## src/rtl/pwrdn_pkg.sv

```systemverilog
package pwrdn_pkg;

  typedef enum logic [1:0] {
    PD_RUN   = 2'd0,
    PD_CLKOP = 2'd1,
    PD_RAMBK = 2'd2
  } pd_mode_e;

  // CPU clock runs only when awake.
  function automatic logic pd_cpu_on(input pd_mode_e m);
    return (m == PD_RUN);
  endfunction

  // Sub-clock, wake timer and display stay up except in deep sleep.
  function automatic logic pd_aux_on(input pd_mode_e m);
    return (m != PD_RAMBK);
  endfunction

  // The wake timer can raise a wake only in light sleep.
  function automatic logic pd_timer_wakes(input pd_mode_e m);
    return (m == PD_CLKOP);
  endfunction

  // Counter-pin drive in deep sleep: released when set as an input.
  function automatic logic pd_cntr_drive(input pd_mode_e m,
                                         input logic [1:0] sel,
                                         input logic [1:0] in_sel);
    return (m == PD_RAMBK) && (sel != in_sel);
  endfunction

endpackage

```

## src/rtl/pd_arm_seq.sv

```systemverilog
module pd_arm_seq (
  input  logic clk,
  input  logic rst_n,
  input  logic cold,
  input  logic run,
  input  logic instr_valid,
  input  logic op_arm,
  input  logic op_enter_clk,
  input  logic op_enter_ram,
  output logic armed,
  output logic enter_clk,
  output logic enter_ram
);
  logic retire;
  assign retire = instr_valid & run;

  // Latch holds only across the single next retired instruction.
  always_ff @(posedge clk or negedge rst_n) begin
    if (!rst_n)       armed <= 1'b0;
    else if (cold)    armed <= 1'b0;
    else if (!run)    armed <= 1'b0;
    else if (retire)  armed <= op_arm;
  end

  assign enter_clk = retire & armed & op_enter_clk & ~cold;
  assign enter_ram = retire & armed & op_enter_ram & ~cold;

  // Input contract: at most one instruction strobe at a time.
  assert_ops_onehot_R3: assert property (@(posedge clk) disable iff (!rst_n)
    instr_valid |-> $onehot0({op_arm, op_enter_clk, op_enter_ram}));
endmodule

```

## src/rtl/pd_mode_fsm.sv

```systemverilog
module pd_mode_fsm
  import pwrdn_pkg::*;
(
  input  logic     clk,
  input  logic     rst_n,
  input  logic     cold,
  input  logic     enter_clk,
  input  logic     enter_ram,
  input  logic     ext_wake,
  input  logic     t3_uflow,
  output pd_mode_e mode,
  output logic     p_flag,
  output logic     restart,
  output logic     ctl_clear,
  output logic     sp_load,
  output logic     wake_evt
);
  logic asleep;
  assign asleep   = (mode != PD_RUN);
  assign wake_evt = asleep & (ext_wake | (t3_uflow & pd_timer_wakes(mode)));

  always_ff @(posedge clk or negedge rst_n) begin
    if (!rst_n) begin
      mode      <= PD_RUN;
      p_flag    <= 1'b0;
      restart   <= 1'b0;
      ctl_clear <= 1'b0;
      sp_load   <= 1'b0;
    end else begin
      restart   <= cold | wake_evt;
      ctl_clear <= enter_clk | enter_ram;
      sp_load   <= enter_ram;
      if (cold) begin
        mode   <= PD_RUN;
        p_flag <= 1'b0;
      end else if (wake_evt) begin
        mode   <= PD_RUN;
        p_flag <= 1'b1;
      end else if (enter_clk) begin
        mode <= PD_CLKOP;
      end else if (enter_ram) begin
        mode <= PD_RAMBK;
      end
    end
  end

  assert_wake_sets_p_R4: assert property (@(posedge clk) disable iff (!rst_n)
    (wake_evt && !cold) |=> (p_flag && restart && mode == PD_RUN));

  assert_cold_clears_p_R5: assert property (@(posedge clk) disable iff (!rst_n)
    cold |=> (!p_flag && restart && mode == PD_RUN));

  assert_clear_single_R9: assert property (@(posedge clk) disable iff (!rst_n)
    ctl_clear |=> !ctl_clear);

  assert_restart_single_R4: assert property (@(posedge clk) disable iff (!rst_n)
    (restart && !cold && !wake_evt) |=> !restart);
endmodule

```

## src/rtl/pd_flag_query.sv

```systemverilog
module pd_flag_query
  import pwrdn_pkg::*;
(
  input  logic     clk,
  input  logic     rst_n,
  input  logic     cold,
  input  logic     retire,
  input  logic     op_query_p,
  input  logic     op_query_t3,
  input  logic     p_flag,
  input  logic     t3_uflow,
  input  pd_mode_e mode,
  output logic     t3f,
  output logic     skip
);
  logic t3_set, t3_clr;
  assign t3_set = t3_uflow & pd_aux_on(mode);
  assign t3_clr = retire & op_query_t3;

  always_ff @(posedge clk or negedge rst_n) begin
    if (!rst_n) begin
      t3f  <= 1'b0;
      skip <= 1'b0;
    end else if (cold) begin
      t3f  <= 1'b0;
      skip <= 1'b0;
    end else begin
      t3f  <= (t3f & ~t3_clr) | t3_set;
      skip <= retire & ((op_query_p & p_flag) | (op_query_t3 & t3f));
    end
  end

  assert_query_onehot_R7: assert property (@(posedge clk) disable iff (!rst_n)
    retire |-> !(op_query_p && op_query_t3));

  assert_t3_sticky_R6: assert property (@(posedge clk) disable iff (!rst_n)
    (t3f && !cold && !t3_clr) |=> t3f);
endmodule

```

## src/rtl/pd_out_map.sv

```systemverilog
module pd_out_map
  import pwrdn_pkg::*;
#(
  parameter int          SEL_W       = 2,
  parameter logic [1:0]  CNTR_IN_SEL = 2'b11
) (
  input  pd_mode_e         mode,
  input  logic [SEL_W-1:0] cntr_sel,
  output logic             cpu_clk_en,
  output logic             sub_clk_en,
  output logic             t3_run_en,
  output logic             lcd_en,
  output logic             cntr_ovr,
  output logic             cntr_oe
);
  always_comb begin
    cpu_clk_en = pd_cpu_on(mode);
    sub_clk_en = pd_aux_on(mode);
    t3_run_en  = pd_aux_on(mode);
    lcd_en     = pd_aux_on(mode);
    cntr_ovr   = (mode == PD_RAMBK);
    cntr_oe    = pd_cntr_drive(mode, cntr_sel, CNTR_IN_SEL);
  end
endmodule

```

## src/rtl/pwrdn_ctrl.sv

```systemverilog
module pwrdn_ctrl
  import pwrdn_pkg::*;
#(
  parameter int              SP_W        = 3,
  parameter logic [SP_W-1:0] SP_DEEP_VAL = 3'd7
) (
  input  logic            clk,
  input  logic            rst_n,
  input  logic            instr_valid,
  input  logic            op_arm,
  input  logic            op_enter_clk,
  input  logic            op_enter_ram,
  input  logic            op_query_p,
  input  logic            op_query_t3,
  input  logic            ext_wake,
  input  logic            t3_uflow,
  input  logic            wdt_rst,
  input  logic            vdrop_rst,
  input  logic [1:0]      cntr_sel,
  output logic [1:0]      mode,
  output logic            cpu_clk_en,
  output logic            sub_clk_en,
  output logic            t3_run_en,
  output logic            lcd_en,
  output logic            p_flag,
  output logic            t3f,
  output logic            skip,
  output logic            restart,
  output logic            sp_load,
  output logic [SP_W-1:0] sp_load_val,
  output logic            ctl_clear,
  output logic            cntr_ovr,
  output logic            cntr_oe
);
  pd_mode_e mode_q;
  logic cold, run, armed, enter_clk, enter_ram, wake_evt, retire;

  assign cold   = wdt_rst | vdrop_rst;
  assign run    = (mode_q == PD_RUN);
  assign retire = instr_valid & run;

  pd_arm_seq u_arm (
    .clk(clk), .rst_n(rst_n), .cold(cold), .run(run),
    .instr_valid(instr_valid), .op_arm(op_arm),
    .op_enter_clk(op_enter_clk), .op_enter_ram(op_enter_ram),
    .armed(armed), .enter_clk(enter_clk), .enter_ram(enter_ram)
  );

  pd_mode_fsm u_fsm (
    .clk(clk), .rst_n(rst_n), .cold(cold),
    .enter_clk(enter_clk), .enter_ram(enter_ram),
    .ext_wake(ext_wake), .t3_uflow(t3_uflow),
    .mode(mode_q), .p_flag(p_flag), .restart(restart),
    .ctl_clear(ctl_clear), .sp_load(sp_load), .wake_evt(wake_evt)
  );

  pd_flag_query u_flag (
    .clk(clk), .rst_n(rst_n), .cold(cold), .retire(retire),
    .op_query_p(op_query_p), .op_query_t3(op_query_t3),
    .p_flag(p_flag), .t3_uflow(t3_uflow), .mode(mode_q),
    .t3f(t3f), .skip(skip)
  );

  pd_out_map #(.SEL_W(2), .CNTR_IN_SEL(2'b11)) u_map (
    .mode(mode_q), .cntr_sel(cntr_sel),
    .cpu_clk_en(cpu_clk_en), .sub_clk_en(sub_clk_en),
    .t3_run_en(t3_run_en), .lcd_en(lcd_en),
    .cntr_ovr(cntr_ovr), .cntr_oe(cntr_oe)
  );

  assign mode        = mode_q;
  assign sp_load_val = SP_DEEP_VAL;

  // Any sleep entry was preceded by an armed latch.
  assert_entry_needs_arm_R3: assert property (@(posedge clk) disable iff (!rst_n)
    (mode_q != PD_RUN && $past(mode_q) == PD_RUN) |-> $past(armed));

  assert_sp_on_deep_entry_R2: assert property (@(posedge clk) disable iff (!rst_n)
    sp_load |-> (mode_q == PD_RAMBK && $past(mode_q) == PD_RUN));

  assert_asleep_no_skip_R10: assert property (@(posedge clk) disable iff (!rst_n)
    (mode_q != PD_RUN && $past(mode_q) != PD_RUN) |-> !skip);

  assert_wake_only_asleep_R4: assert property (@(posedge clk) disable iff (!rst_n)
    wake_evt |-> !run);
endmodule

```

## config.mk

```make
export PLATFORM = sky130hd
export DESIGN_NAME = pwrdn_ctrl
export DESIGN_NICKNAME = d
export VERILOG_FILES = /design/src/rtl/pwrdn_pkg.sv /design/src/rtl/pd_arm_seq.sv /design/src/rtl/pd_mode_fsm.sv /design/src/rtl/pd_flag_query.sv /design/src/rtl/pd_out_map.sv /design/src/rtl/pwrdn_ctrl.sv
export SDC_FILE = /design/constraint.sdc
export NUM_CORES = 1
export LEC_CHECK = 0
export ABC_AREA = 1
export BUFFER_PORTS_ARGS = -buffer_cell sky130_fd_sc_hd__buf_2
export CORE_AREA = 2 2 39 41
export DETAILED_ROUTE_END_ITERATION = 8
export DIE_AREA = 0 0 41 43
export GPL_TIMING_DRIVEN = 0
export MAX_ROUTING_LAYER = met4
export PLACE_DENSITY_LB_ADDON = 0.12
export SLEW_MARGIN = 20
export SYNTH_ARGS = -nofsm -noshare
export SYNTH_HDL_FRONTEND = slang
export SYNTH_SLANG_ARGS = --single-unit
export TNS_END_PERCENT = 20
```

## constraint.sdc

```tcl
create_clock -name clk -period 1.4 [get_ports clk]
set_input_delay 0 -clock clk [delete_from_list [all_inputs] [get_ports clk]]
set_output_delay 0 -clock clk [all_outputs]
set_load 0.05 [all_outputs]
```

==> metrics, run 1 <==
Bufs and invs on worst path=3; crit path max fanout=5; Longest Clk Path Bufs=2; global-route wire length before repair=~1.7 mm; HPWL after DPL=about 790 µm; DIE WIDTH=41 µm; crit path cell chain=inv_1 > nor2_4 > inv_2 > a21oi_4 > buf_2; fin crit period=1.284 ns; Ports=31; Mean Syn Cell Area=8.121 µm²; drt total wl=1.053 mm; # DRC=0; EDFF count, synth=0; routed len/inst=9.661 µm; vias after detailed routing=roughly 460; Clock Tree Root=clkbuf_4; maxcap violations=0; layer with the highest usage=met2; Fin. Hold Viols=1; Fin Hold WS=-0.0004125 ns; antenna violations before repair=0; Final Max Tran Viols=0; total power=0.5870 mW; unrepaired setup endpoints after global routing=false; Synth area leaders=dfrtp_1 50%, inv_1 9.2%, buf_4 8.4%; Worst EP required=about 1.4 ns; Clk pin slew, worst setup/hold paths=roughly 0.07 ns; Comb power frac=0.188; final setup fails=0; CTS HTree Levels=1; Global Route Usage Sum=0.1513; share of post-route cells with drive strength above 1=0.4624; Final period util=0.9170; gpl congestion=0.7209; Synth warnings=0; outcome=finished with violations; post-synth top area cell=dfrtp_1; Final Cell Area=711.9 µm²; synthesis-stage register bit count=9; Post-Synthesis Cell Area=446.7 µm²; die area=1763 µm²; switching pwr=0.1760 mW; top-count cell post-synth=inv_1; CP max stage cell=dfrtp_2; Die H=~43 µm; Peak VDD IR=0.4211 mV; worst skew pair latency=~0.27 ns; PwrDens=approximately 800 nW/µm²; Synth Instances=55; Antenna Nets Post-Route=0; async set or reset register ratio after synthesis=1.000; Fmax=779.0 MHz; diodes inserted=0; switching share of power=0.2999; Avg Vias per Cell=4.174; met1 usage=0.1612; Hold Crit Class=in2reg; Synth-to-Final Area Change=59.38%; area of the core=1384 µm²; DRT iter0 DRCs=3; Crit. End Element=output port; failing checks=hold timing; drt pass-1 iters=2; post-synth top area share=0.5042; vias in the first global route=roughly 420; M2 GR Usage=0.2375; Seq pwr share=0.457; Startpoint Class=flop; clock power share=0.356; critical path class=reg2out; Post-synth top cells=11 x inv_1, 10 x nand2_1, 9 x dfrtp_1; Final #Nets=108; # rows=14; maximum number of pins on one net before global-route repair=10; Worst Skew=~0.0083 ns; Sink Count=9; largest delay contributor family on the critical path=buffers and inverters; Num CTS Buffers=3; Internal=0.4110 mW; Fillers=139; met3 usage=0.06283; area post-placement=roughly 630 µm²; CTS tree=yes; initial cell density of the core=0.3228; post-synth cell types=13; Pleak=0.4110 nW; Post CTS Setup Buffer Count=0; register area share after synthesis=0.5042; total grt overflow=0; PortBufs=27; Top FF cell, synth=dfrtp_1; CP arrival=around 1.3 ns; CP peak stage delay=0.40 ns
==> placed cells by master (no fill, tap or decap), drive strengths merged <==
master,count
a211oi,1
a21oi,4
buf,32
clkbuf,3
clkinv,1
conb,3
dfrtp,9
dlygate4sd3,5
inv,11
nand2,12
nand3,2
nand4,2
nor2,7
nor3,1
==> repair_timing <==
action                                 in CTS  in global routing
cloned                                      0                  0
setup endpoints to repair                   2                  4
endpoints found under the hold margin      11                  0
hold buffers                                5                  0
gates resized for setup                     2                  1
==> cell families (layout without fill, tap and decap cells) <==
| logic type | count (synthesis) | count (layout) | share of synthesized area |
|---|---|---|---|
| AND/OR/NAND/NOR | 24 | 24 | 0.2493 |
| AO/OA/AOI/OAI | 5 | 5 | 0.06163 |
| other | 1 | 3 | 0.008395 |
| flip-flops | 9 | 9 | 0.5042 |
| buffers and inverters | 16 | 52 | 0.1765 |
==> worst register-to-register path, cell delays in order, from the launching register on <==
cell and delay [ns]:
dfrtp_1 0.46, nor2_4 0.18, nand4_1 0.15, nand2_1 0.09
inv_1 0.04, nor2_1 0.11
==> flip-flops by register name, summed over array words and instances, names as in the netlist <==
signal           flops
u_flag.t3f           1
u_flag.skip          1
u_fsm.restart        1
u_fsm.mode           2
u_fsm.sp_load        1
u_fsm.p_flag         1
u_fsm.ctl_clear      1
u_arm.armed          1
==> per-stage QoR <==
step | hold WS (ns) | util | std cells | TNS, ns | setup WS (ns)
floorplan | -0.2956 | - | 57 | -1.356 | -0.3688
global placement | -0.1384 | 0.4548 | 100 | 0 | 0.2928
detailed placement | -0.1389 | 0.4548 | 100 | 0 | 0.2631
CTS | 0.009199 | 0.5145 | 109 | 0 | 0.03480
global route | 0.02020 | 0.5145 | 109 | 0 | 0.02171
finish | -0.0004125 | 0.5145 | 109 | 0 | 0.1162
==> routing by layer <==
layer | routed length [µm] | part of all wire | vias to the layer above
li1 | - | - | 236
met1 | 417 | 0.40 | 198
met2 | 528 | 0.50 | 17
met3 | 88 | 0.084 | 4
met4 | 18 | 0.017 | 0
met5 | 0 | 0 | -
==> power groups by stage <==
stage | combinational, mW | clock (mW) | sequential [mW]
2_1_floorplan | 0.0493 | 0 | 0.288
3_3_place_gp | 0.0989 | 0 | 0.273
3_5_place_dp | 0.0994 | 0 | 0.273
4_1_cts | 0.111 | 0.213 | 0.268
5_1_grt | 0.120 | 0.230 | 0.269
6_report | 0.110 | 0.209 | 0.268
==> cell type report <==
| class | count | area, µm² | area share |
|---|---|---|---|
| Inverter | 11 | 41.29 | 0.05800 |
| Buffer | 5 | 37.54 | 0.05272 |
| Multi-Input combinational cell | 32 | 168.9 | 0.2373 |
| Tap cell | 16 | 20.02 | 0.02812 |
| Timing Repair Buffer | 32 | 190.2 | 0.2671 |
| Clock inverter | 1 | 5.005 | 0.007030 |
| Clock buffer | 3 | 22.52 | 0.03163 |
| Sequential cell | 9 | 226.5 | 0.3181 |
==> final timing paths <==
kind / startpoint / to / slack, ns / cells past startpoint
max: u_fsm.mode[1] / cntr_oe / 0.12 / 5
min in group asynchronous: rst_n / u_flag.skip / 0.11 / 2
max reg2reg: u_fsm.mode[0] / u_fsm.mode[1] / 0.32 / 5
min: t3_uflow / u_flag.t3f / -0.0004 / 3
max in group asynchronous: rst_n / u_fsm.mode[1] / 1.09 / 2
min reg2reg: u_fsm.p_flag / u_fsm.p_flag / 0.54 / 2
No activity file was read; power rests on OpenSTA's default activity.
==> run 2, diff against run 1 <==
clock period = 1.2 ns   (was 1.4 ns; I/O delays follow)
==> metrics, run 2 (synthesized netlist as in run 1, its figures left out) <==
FF-to-FF Start=u_fsm.mode[1] (was u_fsm.mode[0]); multi-input logic area=168.9 µm² (unchanged); Peak VDD IR=0.6338 mV (was 0.4211 mV); CTS tree=yes (unchanged); drt pass-1 iters=1 (was 2); diodes inserted=0 (unchanged); Place WS=0.06703 ns (was 0.2631 ns); total area of sequential cells=227.7 µm² (was 226.5 µm²); Final period util=0.9754; Final #Nets=107 (was 108); Startpoint Class=flop (unchanged); # DRC=0 (unchanged); switching share of power=0.2732 (was 0.2999); CTS HTree Levels=1 (unchanged); Fin. Hold Viols=0 (was 1); final setup fails=0 (unchanged); Internal=0.4832 mW (was 0.4110 mW); Fmax=854.4 MHz; initial cell density of the core=0.3228 (unchanged); Hold Crit Class=in2reg (unchanged); worst skew pair latency=0.25 ns (was 0.27 ns); # rows=14 (unchanged); vias in the first global route=409 (was 424); max reg flops=2 (unchanged); Reg-to-Reg End=u_fsm.mode[1] (unchanged); Num CTS Buffers=3 (unchanged); Avg Vias per Cell=4.213 (was 4.174); crit path max fanout=5 (unchanged); fin crit period=1.170 ns; maxcap violations=0 (unchanged); routed len/inst=9.037 µm (was 9.661 µm); area of the core=1384 µm² (unchanged); vias after detailed routing=455 (unchanged); Critical Path Start=u_fsm.mode[0] (was u_fsm.mode[1]); Pleak=0.4118 nW (was 0.4110 nW); total grt overflow=0 (unchanged); drt total wl=976 µm (was 1.053 mm); share of post-route cells with drive strength above 1=0.4783 (was 0.4624); Worst setup endpoint=cntr_oe (unchanged); maximum number of pins on one net before global-route repair=10 (unchanged); Antenna Nets Post-Route=0 (unchanged); Biggest register=u_fsm.mode (unchanged); r2r setup slk=0.13 ns (was 0.32 ns); Global Route Usage Sum=0.1389 (was 0.1513); PwrDens=919.3 nW/µm² (was 824.5 nW/µm²); Clock Tree Root=clkbuf_4 (unchanged); critical path class=reg2out (unchanged); Worst Skew=0.001880 ns (was 0.008340 ns); Comb power frac=0.191 (was 0.188); gpl congestion=0.7219 (was 0.7209); Ports=31 (unchanged); CP arrival=1.17 ns (was 1.28 ns); HPWL after DPL=790.9 µm (was 785.5 µm); Worst EP required=1.20 ns (was 1.40 ns); outcome=complete, no violations (was finished with violations); clock power share=0.338 (was 0.356); antenna violations before repair=0 (unchanged); commonest non-fill, non-tap cells in the layout=22 x buf_2, 10 x nand2_1, 9 x inv_1 (was 25 x buf_2, 10 x inv_1, 10 x nand2_1); Die H=43 µm (unchanged); commonest non-fill, non-tap cell in the layout=buf_2 (unchanged); unrepaired setup endpoints after global routing=true (was false); die area=1763 µm² (unchanged); worst reg2reg path depth=5 (unchanged); PortBufs=27 (unchanged); global-route wire length before repair=1.600 mm (was 1.683 mm); Final Cell Area=723.2 µm² (was 711.9 µm²); DRT iter0 DRCs=0 (was 3); Seq pwr share=0.472 (was 0.457); Fin Hold WS=0.01445 ns (was -0.0004125 ns); Clk pin slew, worst setup/hold paths=0.06 ns (was 0.07 ns); area post-placement=629.4 µm² (unchanged); Final Max Tran Viols=0 (unchanged); fin worst setup slack=0.02953 ns (was 0.1162 ns); Sink Count=9 (unchanged); Fillers=141 (was 139); DIE WIDTH=41 µm (unchanged); switching pwr=0.1816 mW (was 0.1760 mW); Synth-to-Final Area Change=61.90% (was 59.38%); Longest Clk Path Bufs=2 (unchanged); Crit. End Element=output port (unchanged)
## run 2: cell types whose count changed in the layout (fill, tap and decap cells not counted)
| cell | previous run | this run |
|---|---|---|
| buf_2 | 25 | 22 |
| buf_4 | 7 | 6 |
| buf_6 | 0 | 3 |
| clkbuf_1 | 0 | 1 |
| clkbuf_4 | 3 | 4 |
| clkinv_2 | 1 | 0 |
| dfrtp_1 | 8 | 7 |
| dfrtp_2 | 1 | 2 |
| dlygate4sd3_1 | 5 | 4 |
| inv_1 | 10 | 9 |
| inv_4 | 0 | 1 |
## run 2: power by group through the flow
stage / Clock (mW) / Sequential [mW] / Combinational, mW
floorplan: 0 / 0.336 / 0.0575
global placement: 0 / 0.319 / 0.115
detailed placement: 0 / 0.319 / 0.116
CTS: 0.237 / 0.313 / 0.128
global route: 0.251 / 0.314 / 0.139
finish: 0.224 / 0.314 / 0.127
## run 2: per-layer routing
layer  routed length (µm)  track usage  vias up
met1                  401       0.1513      205
met4                    0      0.02000        0
li1                     -            -      235
met5                    0            -        -
met3                   69      0.07853        0
met2                  505       0.2188       15
## run 2: cell type report
class,count,area share
Sequential cell,9,0.3149
Timing Repair Buffer,31,0.2751
Multi-Input combinational cell,32,0.2336
Inverter,11,0.06055
Buffer,5,0.05190
Clock buffer,4,0.03633
Tap cell,16,0.02768
## run 2: worst min-delay path by stage
stage          cells after the start           to        start  slack, ns
2_1_floorplan                      0  u_arm.armed        rst_n      -0.30
3_3_place_gp                       1  u_flag.skip        rst_n      -0.14
3_5_place_dp                       1  u_flag.skip        rst_n      -0.14
4_1_cts                            3  u_flag.skip  op_query_t3      0.007
5_1_grt                            3  u_flag.skip  op_query_t3       0.02
6_report                           3  u_flag.skip  op_query_t3       0.01
## run 2: critical path: stages, from the launching register on
cell and delay [ns]:
dfrtp_2 0.45, nor2_4 0.14, inv_4 0.06, a21oi_4 0.10
buf_6 0.17
## run 2: repair_timing
action                                  CTS  global route
hold buffers                              4             0
gates resized for setup                  10             2
endpoints found under the setup margin    4             4
setup buffers                             0             0
endpoints found under the hold margin    11             0
## run 2: through the flow
step	utilization	power (mW)	setup TNS [ns]	std cells
after floorplan	-	0.3932	-3.812	57
after global routing	0.5226	0.7033	-0.09157	108
after CTS	0.5190	0.6776	-0.0003576	108
final	0.5226	0.6648	0	108
after detailed placement	0.4548	0.4350	0	100
after global placement	0.4548	0.4341	0	100
